### config.mk
export PLATFORM = sky130hd
export DESIGN_NAME = apv_level_discriminator
export DESIGN_NICKNAME = d
export VERILOG_FILES = /design/src/rtl/apv_level_discriminator.sv
export SDC_FILE = /design/constraint.sdc
export NUM_CORES = 1
export LEC_CHECK = 0
export CORE_ASPECT_RATIO = 0.75
export CORE_MARGIN = 2
export CORE_UTILIZATION = 35
export CTS_BUF_LIST = sky130_fd_sc_hd__clkbuf_8
export DETAILED_ROUTE_END_ITERATION = 12
export DONT_BUFFER_PORTS = 1
export PLACE_DENSITY = 0.57
export SLEW_MARGIN = 20
export SYNTH_ARGS = -nofsm -noshare
export SYNTH_HDL_FRONTEND = slang
export SYNTH_SLANG_ARGS = --single-unit
### constraint.sdc
create_clock -name clk -period 4.4 [get_ports clk]
set_input_delay 0.44 -clock clk [delete_from_list [all_inputs] [get_ports clk]]
set_output_delay 0.44 -clock clk [all_outputs]
set_load 0.1 [all_outputs]
### src/rtl/apv_level_discriminator.sv
module apv_level_discriminator #(
  parameter int          SAMPLE_W = 12,
  parameter int          FIELD_W  = 8,
  parameter int          FLAT_RUN = 64,
  parameter logic [31:0] CFG_INIT = 32'hA030_8878
) (
  input  logic                  clk,
  input  logic                  rst_n,
  input  logic                  cfg_wr_en,
  input  logic [4*FIELD_W-1:0]  cfg_wr_data,
  output logic [4*FIELD_W-1:0]  cfg_rd_data,
  input  logic                  smp_valid,
  input  logic [SAMPLE_W-1:0]   smp_data,
  output logic                  sym_valid,
  output logic [1:0]            sym_code,
  output logic                  card_missing
);

  localparam int SHIFT = SAMPLE_W - FIELD_W;
  localparam int CNT_W = $clog2(FLAT_RUN + 1);
  localparam logic [CNT_W-1:0] RUN_LAST = CNT_W'(FLAT_RUN - 1);
  localparam logic [CNT_W-1:0] RUN_MAX  = CNT_W'(FLAT_RUN);

  localparam logic [1:0] SYM_ZERO  = 2'b00;
  localparam logic [1:0] SYM_ONE   = 2'b01;
  localparam logic [1:0] SYM_UNDEF = 2'b10;
  localparam logic [1:0] SYM_FLAT  = 2'b11;

  logic [4*FIELD_W-1:0] cfg_q;
  logic [SAMPLE_W-1:0]  lvl_one, lvl_zero, lvl_flat_hi, lvl_flat_lo;
  logic                 hit_one, hit_zero, hit_flat;
  logic [1:0]           cls;
  logic [CNT_W-1:0]     run_cnt;

  assign lvl_one     = {cfg_q[4*FIELD_W-1:3*FIELD_W], {SHIFT{1'b0}}};
  assign lvl_zero    = {cfg_q[3*FIELD_W-1:2*FIELD_W], {SHIFT{1'b0}}};
  assign lvl_flat_hi = {cfg_q[2*FIELD_W-1:FIELD_W],   {SHIFT{1'b0}}};
  assign lvl_flat_lo = {cfg_q[FIELD_W-1:0],           {SHIFT{1'b0}}};

  assign hit_one  = smp_data >= lvl_one;
  assign hit_zero = smp_data <= lvl_zero;
  assign hit_flat = (smp_data >= lvl_flat_lo) && (smp_data <= lvl_flat_hi);

  always_comb begin
    if (hit_one)       cls = SYM_ONE;
    else if (hit_zero) cls = SYM_ZERO;
    else if (hit_flat) cls = SYM_FLAT;
    else               cls = SYM_UNDEF;
  end

  assign cfg_rd_data = cfg_q;

  always_ff @(posedge clk) begin
    if (!rst_n)         cfg_q <= CFG_INIT[4*FIELD_W-1:0];
    else if (cfg_wr_en) cfg_q <= cfg_wr_data;
  end

  always_ff @(posedge clk) begin
    if (!rst_n) begin
      sym_valid <= 1'b0;
      sym_code  <= SYM_ZERO;
    end else begin
      sym_valid <= smp_valid;
      if (smp_valid) sym_code <= cls;
    end
  end

  always_ff @(posedge clk) begin
    if (!rst_n || cfg_wr_en) begin
      run_cnt      <= '0;
      card_missing <= 1'b0;
    end else if (smp_valid) begin
      if (cls == SYM_FLAT) begin
        if (run_cnt != RUN_MAX)  run_cnt <= run_cnt + 1'b1;
        if (run_cnt == RUN_LAST) card_missing <= 1'b1;
      end else begin
        run_cnt <= '0;
      end
    end
  end

endmodule

[Word level (Yosys, flattened, before mapping)]
Index checks and enable logic that the tools add are counted.
Storage, ports and cells
  input bits: 48
  memories: 0
  bits in registers: 43
  word-level logic and storage cells: 24
  memory bits (writable): 0
  bits in read-only memories: 0
  latch bits: 0
  output and inout bits: 36
Cells by class
  div/mod/pow operators: 0
  bitwise logic cells: 0
  add/subtract/negate cells: 1
  shift-type cells: 0
  equality and inequality tests: 4
  reduce and logical (&&, ||, !) cells: 5
  multipliers: 0
  order comparisons: 4
  multiplexer cells: 5
Operator list (count)
  $ge 12x12->1: 2
  $le 12x12->1: 2
  $mux 7: 2
  $add 7x1->7 const B: 1
  $eq 7x6->1 const B: 1
  $ne 7x7->1 const B: 1
  $mux 2: 2
  $reduce_and 3->1: 1
  $eq 2x2->1 const B: 1
  $ne 2x1->1 const B: 1
  $reduce_and 2->1: 1
  $logic_and 1x1->1: 1
  $logic_not 1->1: 1
  $logic_or 1x1->1: 1
  $mux 1: 1

[Logic depth before layout (Yosys ltp)]
  word-level depth: 8
  gate-level depth with buffers: 10
  depth with buffers taken out: 9

[Least setup slack after synthesis]
Ideal clock, no wire load.
  kind: reg-to-reg
  start: register cfg_q[29] (netlist: cfg_rd_data[29])
  end: register run_cnt[4]
  setup time: 74 ps
  stages on the path, launching flop included: 11
  path buffers: 1
  slack: 1317 ps
  data arrival time: 3009 ps
  data required time: 4326 ps
  period minus slack after synthesis: 3083 ps
  cells stage by stage: dfxtp_1 inv_1 ha_1 and3_1 nand3_1 a21oi_1 or4_1 nor4_4 buf_6 nand3_1 a31oi_1
Between the ends
  word-level cells in the longest chain between the ends: 5
  elaborated cells on any way between the ends: 6
  those cells by class: order compare: 1; eq/ne: 2; mux: 2; reduce/logical: 1
Ends and longest elaborated chain
  from (decl): line 29  | logic [4*FIELD_W-1:0] cfg_q;
  from (signal assigned): line 54  | if (!rst_n) cfg_q <= CFG_INIT[4*FIELD_W-1:0];
  from (signal assigned): line 55  | else if (cfg_wr_en) cfg_q <= cfg_wr_data;
  $ge 12x12->1 *: line 40  | assign hit_one = smp_data >= lvl_one;
  $mux 2 *: line 45  | if (hit_one) cls = SYM_ONE;
  $eq 2x2->1 *: line 73  | if (cls == SYM_FLAT) begin
  $ne 2x1->1 (no source line)
  $reduce_and 2->1 (no source line)
  to (signal assigned): line 74  | if (run_cnt != RUN_MAX) run_cnt <= run_cnt + 1'b1;
  to (decl): line 33  | logic [CNT_W-1:0] run_cnt;
Every way passes the cells marked *; elsewhere a longest branch is shown, timed or not.
A chain may end at the register's enable or synchronous reset.

[Worst setup path in the final report]
  start: register cfg_q[30] (netlist: cfg_rd_data[30])
  end: register run_cnt[3]
Same word-level chain as after synthesis.

==> flow_summary.ini <==
[timing]
setup_tns_ns = 0
rsz0062_at_grt = no
fin_ws_ns = 1.36
slew_headroom_pct = 33.8
worstMarginPinSlew_ns = 0.992
finalCritPeriodShare_pct = 69.1
finalCriticalPeriod_ns = 3.04
finalHoldViolCount = 0
clock.fmax_mhz = 329
drv_slew = 0
fin_worst_skew_ns = 0.00433
finalSetupViolations = 0

[global_routing]
grt_pass1_vias = 1884
grt_pass1_wl_um = 9250
grt_use_total_pct = 14.8
grt-ovfl-total = 0
grt_max_degree = 44
antenna_found_initial = 0

[critical_path]
cp_max_fo = 14
timing.critical_path.mode_cell = nand3_1
endpoint_kind = flop
critical_path.top_delay_family = simple AND/OR/NAND/NOR gates
critPathMaxStageDelay_ns = 0.67
crit_path_start_kind = flop
worst-path-buf-inv = 2
worstPathRequired_ns = 4.62
worstSetupPathType = flop to flop
arrival_ns = 3.26
crit_slowest_cell = nor4_4
path_cells = buf_4 > inv_1 > ha_1 > and3_1 > nand3_1 > a21oi_1 > or4_1 > nor4_4 > nand3_1 > a31oi_1

[clocking]
clkSinkCount = 43
cts_hold_buf = 0
clk_latency_ns = 0.29
htreeDepth = 2
ctsResizeCount = 0
cts_setup_buffers = 0
cts-root-buf = clkbuf_8
cts.path.max_buffers = 2
cts_tree = built
path_clk_slew_ns = 0.08
numCtsBuffers = 5

[yosys]
ys_types = 38
synth_top_family_by_area = simple AND/OR/NAND/NOR gates
muxShareOfSynthArea_pct = 8.72
ys_seq_area_share_pct = 34.1
synth_compound_area_share_pct = 11.6
synth_flop_cell = dfxtp_1
synthXorXnorAreaFrac_pct = 0
ys.warnings.count = 0
synth_seq_cells = 43
synth-edff-count = 0
synth_cells = 288
yosys.area_share.simple_pct = 21.9
synthArstFlopShare_pct = 0
synth_adder_area_share_pct = 16.8
synth_nets = 370
syn_area_per_cell_um2 = 8.77
syn_area_um2 = 2530

[route]
drtIter0Drc = 53
vias_per_cell = 4.92
wl_um = 5790
route.detailed.drc = 0
vias = 2037
wl_per_cell_um = 14.0
drtPass1Iterations = 4
route.antenna.remaining_nets = 0

[power_and_ir_drop]
intPower_uw = 632
p_sw_uw = 366
ir_worst_vdd_uv = 153
swShare_pct = 36.7
pwr-share-seq_pct = 43.5
leakage_nw = 1.30
p_total_uw = 998
p_comb_share_pct = 28.9
p_clk_share_pct = 27.6
power_density_nw_per_um2 = 340

[cells_and_area]
fin_cells = 414
fillers = 700
syn_to_final_growth_pct = 16.2
multi_input_comb_area_um2 = 1490
seqCellArea_um2 = 861
utilization_pct = 42.6
n_antenna_cell = 0
finalNetCount = 397
drive_above_1_share_pct = 14.6

[floorplanning]
rows = 26
coreArea_um2 = 6900
initial_utilization_pct = 36.6
io_pins = 84
die_w_um = 102
die_h_um = 77.6
die_area_um2 = 7920

[placed_design]
dp.cells = 406
place_congestion = 0.786
pre_cts_ws_ns = 1.39
hpwl_um = 4470
port_buffers = 0

[status]
status = finished clean

[flow_run]
maxCapViolations = 0

[hold_path]
hold_class = primary input to flop
area by class of cell:
type | count | share of cell area (%)
multi-input combinational | 201 | 50.8
sequential | 43 | 29.3
timing repair buffer | 32 | 8.18
tap | 98 | 4.18
inverter | 32 | 4.09
clock buffer | 7 | 3.28
clock inverter | 1 | 0.128
power groups by stage:
stage | sequential, mW | combinational [mW] | clock [mW]
floorplan | 0.577 | 0.113 | 0
global placement | 0.444 | 0.286 | 0
detailed placement | 0.444 | 0.289 | 0
CTS | 0.435 | 0.290 | 0.286
global route | 0.437 | 0.311 | 0.300
finish | 0.435 | 0.288 | 0.275
worst paths after layout:
path,cells past startpoint,to,slack (ns),start
max,10,run_cnt[3],1.36,cfg_rd_data[30]
max reg2reg,10,run_cnt[3],1.36,cfg_rd_data[30]
min,1,sym_code[0],0.24,smp_valid
min reg2reg,2,cfg_rd_data[4],0.51,cfg_rd_data[4]
metrics by stage:
step | instance area, um2 | hold slack (ns)
2_1_floorplan | 2530 | 0.484
3_3_place_gp | 2840 | 0.495
3_5_place_dp | 2840 | 0.504
4_1_cts | 2940 | 0.231
5_1_grt | 2940 | 0.238
6_report | 2940 | 0.243
sequential cells by signal, summed over array words and instances (netlist names):
register	flops
sym_valid	1
card_missing	1
run_cnt	7
cfg_rd_data	32
sym_code	2
cell usage after synthesis (4+ instances only):
cell | number | area share (%)
o21ai_0 | 5 | 0.99
nand2_1 | 28 | 4.2
inv_1 | 32 | 4.8
ha_1 | 34 | 17
a21oi_1 | 10 | 2.0
mux2i_1 | 22 | 8.7
a31oi_1 | 7 | 1.7
clkbuf_1 | 9 | 1.3
nand3_1 | 14 | 2.8
o211ai_1 | 12 | 3.6
nand4_1 | 4 | 0.99
nor3_1 | 8 | 1.6
dfxtp_1 | 43 | 34
nor2b_1 | 28 | 6.9
metal layers:
metal	part of all wire [%]	up-vias	track usage, %
met5	0	-	0
met4	0.88	0	4.00
met3	7.3	4	4.14
met2	39	66	20.5
met1	53	907	22.2
li1	-	1060	-
placed cells by master (no fill, tap or decap), types with 4 or more instances in the layout:
master | synthesis | layout
buf_4 | 0 | 32
nand2_1 | 28 | 28
inv_1 | 32 | 33
o211ai_1 | 12 | 12
a21oi_1 | 10 | 10
nor3_1 | 8 | 8
o21ai_0 | 5 | 5
nand3_1 | 14 | 14
dfxtp_1 | 43 | 43
nand4_1 | 4 | 4
mux2i_1 | 22 | 22
a31oi_1 | 7 | 7
nor2b_1 | 28 | 28
ha_1 | 34 | 34
clkbuf_8 | 0 | 7
cell families (layout without fill, tap and decap cells):
| group | Yosys count | after routing |
|---|---|---|
| mux | 22 | 22 |
| buf+inv | 44 | 72 |
| flops | 43 | 43 |
| simple gates | 100 | 100 |
| fa+ha+maj | 34 | 34 |
| compound gates | 45 | 45 |
(Power assumes the default switching activity.)
